--- config.mk ---
export PLATFORM = sky130hd
export DESIGN_NAME = vpic_top
export DESIGN_NICKNAME = d
export VERILOG_FILES = /design/src/rtl/vpic_pkg.sv /design/src/rtl/vpic_flags.sv /design/src/rtl/vpic_arbiter.sv /design/src/rtl/vpic_vector.sv /design/src/rtl/vpic_top.sv
export SDC_FILE = /design/constraint.sdc
export NUM_CORES = 1
export LEC_CHECK = 0
export BUFFER_PORTS_ARGS = -buffer_cell sky130_fd_sc_hd__buf_2
export CAP_MARGIN = 15
export CORE_MARGIN = 5
export CORE_UTILIZATION = 40
export DETAILED_ROUTE_END_ITERATION = 6
export GPL_TIMING_DRIVEN = 0
export PLACE_DENSITY = 0.62
export SYNTH_ARGS = -nofsm -noshare
export SYNTH_HDL_FRONTEND = slang
export SYNTH_SLANG_ARGS = --single-unit
--- constraint.sdc ---
create_clock -name clk -period 28.8 [get_ports clk]
set_input_delay 4.32 -clock clk [delete_from_list [all_inputs] [get_ports clk]]
set_output_delay 4.32 -clock clk [all_outputs]
set_load 0.01 [all_outputs]
--- src/rtl/vpic_pkg.sv ---
// Shared constants and types for the vectored priority interrupt controller.
// Assumes 32-bit addresses and a three-bit priority field.
package vpic_pkg;
    localparam int ADDR_W = 32;
    localparam int IPL_W  = 3;
    localparam int SPC_W  = 5;

    localparam logic [ADDR_W-1:0] BOOT_EXC_ADDR = 32'hBFC0_0380;
    localparam logic [ADDR_W-1:0] RST_EXC_BASE  = 32'h9FC0_1000;
    localparam logic [ADDR_W-1:0] GEN_OFS       = 32'h0000_0180;
    localparam logic [ADDR_W-1:0] IRQ_OFS       = 32'h0000_0200;
    localparam int                SLOT_SHIFT    = 5;

    typedef enum logic [2:0] {
        CFG_CTRL   = 3'd0,
        CFG_BASE   = 3'd1,
        CFG_SPACE  = 3'd2,
        CFG_SHADOW = 3'd3,
        CFG_IPL    = 3'd4
    } cfg_sel_e;

    typedef struct packed {
        logic bev;
        logic multi;
        logic gie;
    } ctrl_t;
endpackage

--- src/rtl/vpic_flags.sv ---
// Pending-flag bank: a request sets a flag, a write-one-to-clear removes it.
// Assumes set has precedence over clear in the same cycle.
module vpic_flags #(
    parameter int N = 8
) (
    input  logic         clk,
    input  logic         rst_n,
    input  logic [N-1:0] set_i,
    input  logic [N-1:0] clr_i,
    output logic [N-1:0] flags_o
);
    logic [N-1:0] flags_q;

    // Update every flag: clear first, then apply new requests on top.
    always_ff @(posedge clk) begin
        if (!rst_n) flags_q <= '0;
        else        flags_q <= (flags_q & ~clr_i) | set_i;
    end

    assign flags_o = flags_q;

    AST_SET_WINS: assert property (@(posedge clk) disable iff (!rst_n)
        (set_i != '0) |=> ((flags_o & $past(set_i)) == $past(set_i)));
    AST_CLR_TAKES: assert property (@(posedge clk) disable iff (!rst_n)
        ((clr_i & ~set_i) != '0) |=> ((flags_o & $past(clr_i & ~set_i)) == '0));
endmodule

--- src/rtl/vpic_arbiter.sv ---
// Combinational priority arbiter: picks the highest eligible level, lowest index on ties.
// Assumes eligibility requires flag, enable and a level strictly above the current one.
module vpic_arbiter
    import vpic_pkg::*;
#(
    parameter int N     = 8,
    parameter int VEC_W = 3
) (
    input  logic [N-1:0]       flags_i,
    input  logic [N-1:0]       en_i,
    input  logic [N*IPL_W-1:0] prio_i,
    input  logic [IPL_W-1:0]   cur_ipl_i,
    output logic               found_o,
    output logic [VEC_W-1:0]   win_idx_o,
    output logic [IPL_W-1:0]   win_ipl_o
);
    logic [N-1:0] elig;

    for (genvar g = 0; g < N; g++) begin : g_elig
        assign elig[g] = flags_i[g] & en_i[g] & (prio_i[g*IPL_W +: IPL_W] > cur_ipl_i);
    end

    // Scan from the top index down so that an equal level at a lower index replaces the holder.
    always_comb begin
        logic             hit;
        logic [VEC_W-1:0] idx;
        logic [IPL_W-1:0] lvl;
        hit = 1'b0;
        idx = '0;
        lvl = '0;
        for (int i = N - 1; i >= 0; i--) begin
            if (elig[i] && (!hit || prio_i[i*IPL_W +: IPL_W] >= lvl)) begin
                hit = 1'b1;
                idx = VEC_W'(i);
                lvl = prio_i[i*IPL_W +: IPL_W];
            end
        end
        found_o   = hit;
        win_idx_o = idx;
        win_ipl_o = lvl;
    end
endmodule

--- src/rtl/vpic_vector.sv ---
// Entry-address generator for interrupts and general exceptions.
// Assumes the spacing field counts 32-byte slots and the bootstrap bit overrides everything.
module vpic_vector
    import vpic_pkg::*;
#(
    parameter int VEC_W = 3
) (
    input  logic [ADDR_W-1:0] base_i,
    input  logic [SPC_W-1:0]  spacing_i,
    input  logic              multi_i,
    input  logic              bev_i,
    input  logic [VEC_W-1:0]  vec_i,
    output logic [ADDR_W-1:0] irq_addr_o,
    output logic [ADDR_W-1:0] gen_addr_o
);
    logic [ADDR_W-1:0] slot_bytes;
    logic [ADDR_W-1:0] slot_ofs;

    assign slot_bytes = ADDR_W'(spacing_i) << SLOT_SHIFT;

    // Per-vector offset is applied only in multi-vector mode.
    always_comb begin
        slot_ofs = multi_i ? (ADDR_W'(vec_i) * slot_bytes) : '0;
    end

    // Bootstrap mode sends every exception to the fixed address.
    always_comb begin
        if (bev_i) begin
            irq_addr_o = BOOT_EXC_ADDR;
            gen_addr_o = BOOT_EXC_ADDR;
        end else begin
            irq_addr_o = base_i + IRQ_OFS + slot_ofs;
            gen_addr_o = base_i + GEN_OFS;
        end
    end
endmodule

--- src/rtl/vpic_top.sv ---
// Vectored priority interrupt controller top: configuration registers, current level,
// take stage and shadow selection. Assumes synchronous active-low reset and that
// software lowers the current level through the level register on handler exit.
module vpic_top
    import vpic_pkg::*;
#(
    parameter int NUM_SRC = 8,
    localparam int VEC_W  = (NUM_SRC > 1) ? $clog2(NUM_SRC) : 1
) (
    input  logic                     clk,
    input  logic                     rst_n,
    input  logic [NUM_SRC-1:0]       src_req,
    input  logic [NUM_SRC-1:0]       flag_clr,
    input  logic [NUM_SRC-1:0]       src_en,
    input  logic [NUM_SRC*IPL_W-1:0] src_prio,
    input  logic                     cfg_wr,
    input  logic [2:0]               cfg_sel,
    input  logic [31:0]              cfg_wdata,
    output logic [NUM_SRC-1:0]       irq_pending,
    output logic [IPL_W-1:0]         cpu_ipl,
    output logic                     irq_take,
    output logic [VEC_W-1:0]         irq_vec,
    output logic [IPL_W-1:0]         irq_ipl,
    output logic [ADDR_W-1:0]        irq_addr,
    output logic                     irq_shadow,
    output logic [ADDR_W-1:0]        gen_exc_addr
);
    ctrl_t             ctrl_q;
    logic [ADDR_W-1:0] base_q;
    logic [SPC_W-1:0]  spacing_q;
    logic [IPL_W-1:0]  shadow_lvl_q;
    logic [IPL_W-1:0]  cur_ipl_q;

    logic              found;
    logic [VEC_W-1:0]  win_idx;
    logic [IPL_W-1:0]  win_ipl;
    logic              take_now;
    logic [ADDR_W-1:0] entry_addr;
    logic              wr_ipl;

    vpic_flags #(.N(NUM_SRC)) u_flags (
        .clk     (clk),
        .rst_n   (rst_n),
        .set_i   (src_req),
        .clr_i   (flag_clr),
        .flags_o (irq_pending)
    );

    vpic_arbiter #(.N(NUM_SRC), .VEC_W(VEC_W)) u_arb (
        .flags_i   (irq_pending),
        .en_i      (src_en),
        .prio_i    (src_prio),
        .cur_ipl_i (cur_ipl_q),
        .found_o   (found),
        .win_idx_o (win_idx),
        .win_ipl_o (win_ipl)
    );

    vpic_vector #(.VEC_W(VEC_W)) u_vec (
        .base_i     (base_q),
        .spacing_i  (spacing_q),
        .multi_i    (ctrl_q.multi),
        .bev_i      (ctrl_q.bev),
        .vec_i      (win_idx),
        .irq_addr_o (entry_addr),
        .gen_addr_o (gen_exc_addr)
    );

    assign take_now = ctrl_q.gie & found;
    assign wr_ipl   = cfg_wr && (cfg_sel_e'(cfg_sel) == CFG_IPL);

    // Configuration registers written through the select/data port.
    always_ff @(posedge clk) begin
        if (!rst_n) begin
            ctrl_q       <= '0;
            base_q       <= RST_EXC_BASE;
            spacing_q    <= SPC_W'(1);
            shadow_lvl_q <= '0;
        end else if (cfg_wr) begin
            case (cfg_sel_e'(cfg_sel))
                CFG_CTRL:   ctrl_q       <= ctrl_t'(cfg_wdata[2:0]);
                CFG_BASE:   base_q       <= cfg_wdata;
                CFG_SPACE:  spacing_q    <= cfg_wdata[SPC_W-1:0];
                CFG_SHADOW: shadow_lvl_q <= cfg_wdata[IPL_W-1:0];
                default:    ;
            endcase
        end
    end

    // Current processor level: a take raises it and overrides a software write.
    always_ff @(posedge clk) begin
        if (!rst_n)        cur_ipl_q <= '0;
        else if (take_now) cur_ipl_q <= win_ipl;
        else if (wr_ipl)   cur_ipl_q <= cfg_wdata[IPL_W-1:0];
    end

    // Take stage: one-cycle strobe and the winner's registered attributes.
    always_ff @(posedge clk) begin
        if (!rst_n) begin
            irq_take   <= 1'b0;
            irq_vec    <= '0;
            irq_ipl    <= '0;
            irq_addr   <= '0;
            irq_shadow <= 1'b0;
        end else begin
            irq_take <= take_now;
            if (take_now) begin
                irq_vec    <= win_idx;
                irq_ipl    <= win_ipl;
                irq_addr   <= entry_addr;
                irq_shadow <= (win_ipl == shadow_lvl_q);
            end
        end
    end

    assign cpu_ipl = cur_ipl_q;

    AST_GIE_GATES_TAKE: assert property (@(posedge clk) disable iff (!rst_n)
        !ctrl_q.gie |=> !irq_take);
    AST_TAKE_ABOVE_IPL: assert property (@(posedge clk) disable iff (!rst_n)
        take_now |-> (win_ipl > cur_ipl_q));
    AST_WINNER_ELIGIBLE: assert property (@(posedge clk) disable iff (!rst_n)
        found |-> (irq_pending[win_idx] && src_en[win_idx]));
    AST_STROBE_ONE_CYCLE: assert property (@(posedge clk) disable iff (!rst_n)
        irq_take |=> (!irq_take || (irq_ipl > $past(irq_ipl))));
    AST_SHADOW_LEVEL: assert property (@(posedge clk) disable iff (!rst_n)
        take_now |=> (irq_shadow == (irq_ipl == $past(shadow_lvl_q))));
    AST_BOOT_GENERAL: assert property (@(posedge clk) disable iff (!rst_n)
        ctrl_q.bev |-> (gen_exc_addr == BOOT_EXC_ADDR));
endmodule

==> impl_results.rst <==
.. list-table::
   :header-rows: 1

   * - Metric
     - Value
   * - Most frequently used flop master after synthesis
     - sky130_fd_sc_hd__dfxtp_1
   * - Maximum count of clock buffers along a single path
     - 2
   * - Final critical-path required period
     - approximately 19000 ps
   * - CTS sink count
     - 94
   * - Mapped Cells
     - about 820
   * - Pin count of the biggest net entering global routing
     - 17
   * - Adder-cell area share of the yosys netlist
     - 14.4%
   * - NumNets Final
     - roughly 1200
   * - Global-route wire length before repair
     - between 30 and 40 mm
   * - Final Max Tran Viols
     - 0
   * - DIE WIDTH
     - between 100 and 150 um
   * - Share of cells above drive strength 1
     - a little over a fifth
   * - Maximum achievable frequency
     - around 53 MHz
   * - Commonest non-fill, non-tap cell in the layout
     - sky130_fd_sc_hd__buf_2
   * - Nets in the synthesized netlist
     - approximately 1000
   * - Portion of netlist area occupied by mux cells
     - 2.56%
   * - Sum of overflow across all layers after global routing
     - 0
   * - Final design utilization
     - around 50%
   * - Post-route standard cell area excluding fillers
     - 8170 sq um
   * - Synthesized area per cell
     - 8.18 sq um
   * - Placer's final routability congestion estimate
     - around 0.88
   * - Unrepaired setup endpoints after global routing
     - false
   * - Reg-to-Reg Start
     - cpu_ipl[2]
   * - Xor and xnor area share after synthesis
     - roughly 6%
   * - Synthesis-to-layout area growth
     - 22.2%
   * - Worst setup slack after placement
     - approximately 9500 ps
   * - Netlist cell types
     - 64
   * - MaxCap Viol Count
     - 0
   * - Count of input and output buffers
     - between 150 and 200
   * - Summed instance area of the synthesized netlist
     - approximately 6700 sq um
   * - Height of the die
     - roughly 140 um
   * - Warnings from Yosys
     - 0
   * - Number of cells upsized or downsized after cts
     - 0
   * - Leakage power
     - 3.77 nW
   * - Insertion delay to the later sink of the worst-skew pair
     - ~350 ps
   * - CP most frequent cell
     - sky130_fd_sc_hd__a21oi_1
   * - Via count normalized by instance count
     - approximately 5.0
   * - Critical path start-end classification
     - input pin to flip-flop
   * - Number of rows in the core area
     - 47
   * - CP required
     - 29030 ps
   * - Power Total
     - 345 uW
   * - Type of the tightest min-delay check
     - flip-flop to flip-flop
   * - Total routed wirelength
     - a little under 20 mm
   * - WHS Endpoint
     - irq_vec[0]
   * - Area post-placement
     - slightly below 8000 sq um
   * - Worst hold slack across all endpoints
     - roughly 450 ps
   * - Arrival time at the worst endpoint
     - 19250 ps
   * - Proportion of netlist area held by the largest area contributor
     - between 20% and 30%
   * - Final HPWL DP
     - 15.1 mm
   * - Normalized max-slew margin
     - 55.4%
   * - Antenna cells
     - 0
   * - Proportion of register bits with asynchronous set or reset after synthesis
     - 0%
   * - Register-to-register setup slack
     - ~13000 ps
   * - Setup tns final
     - 0 ps
   * - Area fraction in compound gates after synthesis
     - 20.5%
   * - GRT Overall Usage
     - between 15 and 20%
   * - Root Buffer
     - sky130_fd_sc_hd__clkbuf_16
   * - Starting DRC count in detailed routing
     - between 200 and 250
   * - Library cell occupying the most area in the post-synthesis netlist
     - sky130_fd_sc_hd__dfxtp_1
   * - Critical path's slowest cell
     - sky130_fd_sc_hd__fa_1
   * - Number of global-route vias before repair
     - approximately 6100
   * - Hold path startpoint
     - irq_vec[0]
   * - Leading cell types by total area after synthesis
     - sky130_fd_sc_hd__dfxtp_1, sky130_fd_sc_hd__ha_1, sky130_fd_sc_hd__nand2_1
   * - Transition time of the tightest slew-check pin
     - 669 ps
   * - Cells on worst reg2reg path
     - 73
   * - Number of hold violations in the final report
     - 0
   * - Number of enable-type register cells in the synthesized netlist
     - 0
   * - Critical-path maximum fanout
     - 10
   * - Clock tree from TritonCTS
     - done
   * - Layout Cells excl Fill
     - 1220
   * - Post-CTS Setup Repair Bufs
     - 0
   * - Core box area
     - ~16000 sq um
   * - Layout Skew
     - 9.84 ps
   * - Worst vdd rail ir drop
     - about 0.028 mV
   * - Simple-gate share of the synthesized area
     - 23.7%
   * - Dominant combinational cell family by area after synthesis
     - simple AND/OR/NAND/NOR gates
   * - DRC errors left
     - 0
   * - Number of iterations in the first detailed-routing pass
     - 4
   * - # setup viols final
     - 0
   * - Reg2reg end
     - irq_addr[24]
   * - Top-level I/O count
     - ~170
   * - Part of the Yosys area used for sequential elements
     - between 20% and 30%
   * - Number of H-tree levels
     - 3
   * - Delay of the slowest critical-path stage
     - 550 ps
   * - Register bit total from synthesis
     - 94
   * - Number of cells on the worst hold path
     - 2
   * - Post-CTS Hold Fix Bufs
     - 0
   * - Clock input transition at the sequential cells of the worst setup and hold paths
     - 70 ps
   * - Routed Antenna Nets
     - 0
   * - Final critical-path setup slack
     - between 9000 and 10000 ps
   * - Status
     - finished clean
   * - Number of antenna violations at the first check in global routing
     - 0
   * - Setup crit end kind
     - flip-flop
   * - Power density of the placed cells
     - 42.3 nW/um^2
   * - Final routed wire length divided by cell count
     - around 16 um
   * - Fin crit share
     - between 60% and 70%
   * - Top library cells by usage in the layout, fill and taps aside
     - sky130_fd_sc_hd__buf_2, sky130_fd_sc_hd__nand2_1, sky130_fd_sc_hd__dfxtp_1
   * - Number of CTS-inserted buffers
     - 9
   * - Placed instance count
     - 1204
   * - Kind of start point of the critical path
     - input pin
   * - Starting Density
     - between 40 and 50%
   * - Total Die Area
     - approximately 19000 sq um
   * - Number of vias after detailed routing
     - 6060
-- registers in the layout, indices dropped and copies added (netlist names) --
signal	cells
irq_take	1
irq_shadow	1
irq_vec	3
spacing_q	5
cpu_ipl	3
shadow_lvl_q	3
base_q	32
u_flags.flags_o	8
ctrl_q	3
irq_ipl	3
irq_addr	32
-- power breakdown --
part / switching [mW] / internal [mW]
Sequential: 0.00283 / 0.133
Clock: 0.0560 / 0.0942
Combinational: 0.0336 / 0.0260
-- cells in the mapped netlist (4+ instances only) --
cell type,n
sky130_fd_sc_hd__nand2_1,119
sky130_fd_sc_hd__dfxtp_1,94
sky130_fd_sc_hd__ha_1,69
sky130_fd_sc_hd__nor2b_1,49
sky130_fd_sc_hd__a21oi_1,46
sky130_fd_sc_hd__nor2_1,44
sky130_fd_sc_hd__nand3_1,36
sky130_fd_sc_hd__inv_1,35
sky130_fd_sc_hd__clkbuf_1,32
sky130_fd_sc_hd__xor2_1,27
sky130_fd_sc_hd__a21boi_0,23
sky130_fd_sc_hd__o21ai_0,22
sky130_fd_sc_hd__xnor2_1,19
sky130_fd_sc_hd__a21boi_1,16
sky130_fd_sc_hd__mux2i_1,16
sky130_fd_sc_hd__nand2b_1,16
sky130_fd_sc_hd__o21a_1,16
sky130_fd_sc_hd__and2_1,15
sky130_fd_sc_hd__a21o_1,11
sky130_fd_sc_hd__and3_1,11
sky130_fd_sc_hd__a22oi_1,7
sky130_fd_sc_hd__buf_4,7
sky130_fd_sc_hd__nor3_1,7
sky130_fd_sc_hd__o21bai_1,7
sky130_fd_sc_hd__fa_1,5
sky130_fd_sc_hd__nor3b_1,5
sky130_fd_sc_hd__o21ai_1,4
sky130_fd_sc_hd__o22ai_1,4
sky130_fd_sc_hd__o31ai_1,4
-- metal layers --
metal | part of all wire [%] | wire [um] | track usage [%] | vias to the layer above
li1 | - | - | - | 3181
met1 | 48 | 9220 | 26.8 | 2703
met2 | 45 | 8590 | 32.1 | 152
met3 | 5.9 | 1130 | 3.81 | 24
met4 | 1.6 | 312 | 5.46 | 0
met5 | 0 | 0 | 0 | -
-- cells by family after synthesis --
family                     count (synthesis)
and+or+nand+nor                          318
AOI/OAI and AO/OA                        192
DFF                                       94
buffers and inverters                     76
adders and majority gates                 74
xor gates and xnor gates                  46
muxes                                     17
-- area by class of cell --
cell class	instances	area, sq um
repair buffers	167	836
multi-input cells	647	4490
fillers	1677	8300
well taps	220	275
flip-flops and latches	94	1880
clock inverters	7	145
clock buffers	9	225
inverters	35	131
plain buffers	41	181
-- critical path, delay by kind of cell --
kind / cells / cell delay [ps]
xor+xnor: 1 / 160
fa+ha+maj: 13 / 3740
buf+inv: 6 / 570
mux: 1 / 390
compound gates: 34 / 7040
simple gates: 19 / 3000
-- how the worst max path moves through the flow --
stage / endpoint / from / slack, ps / cells after the start
2_1_floorplan: irq_addr[24] / src_prio[22] / 11420 / 73
3_3_place_gp: irq_addr[24] / src_prio[22] / 9580 / 74
3_5_place_dp: irq_addr[24] / src_prio[21] / 9520 / 74
4_1_cts: irq_addr[24] / src_prio[21] / 9790 / 74
5_1_grt: irq_addr[24] / src_prio[21] / 8520 / 74
6_report: irq_addr[24] / src_prio[21] / 9780 / 74
No activity file was read; power rests on OpenSTA's default activity.
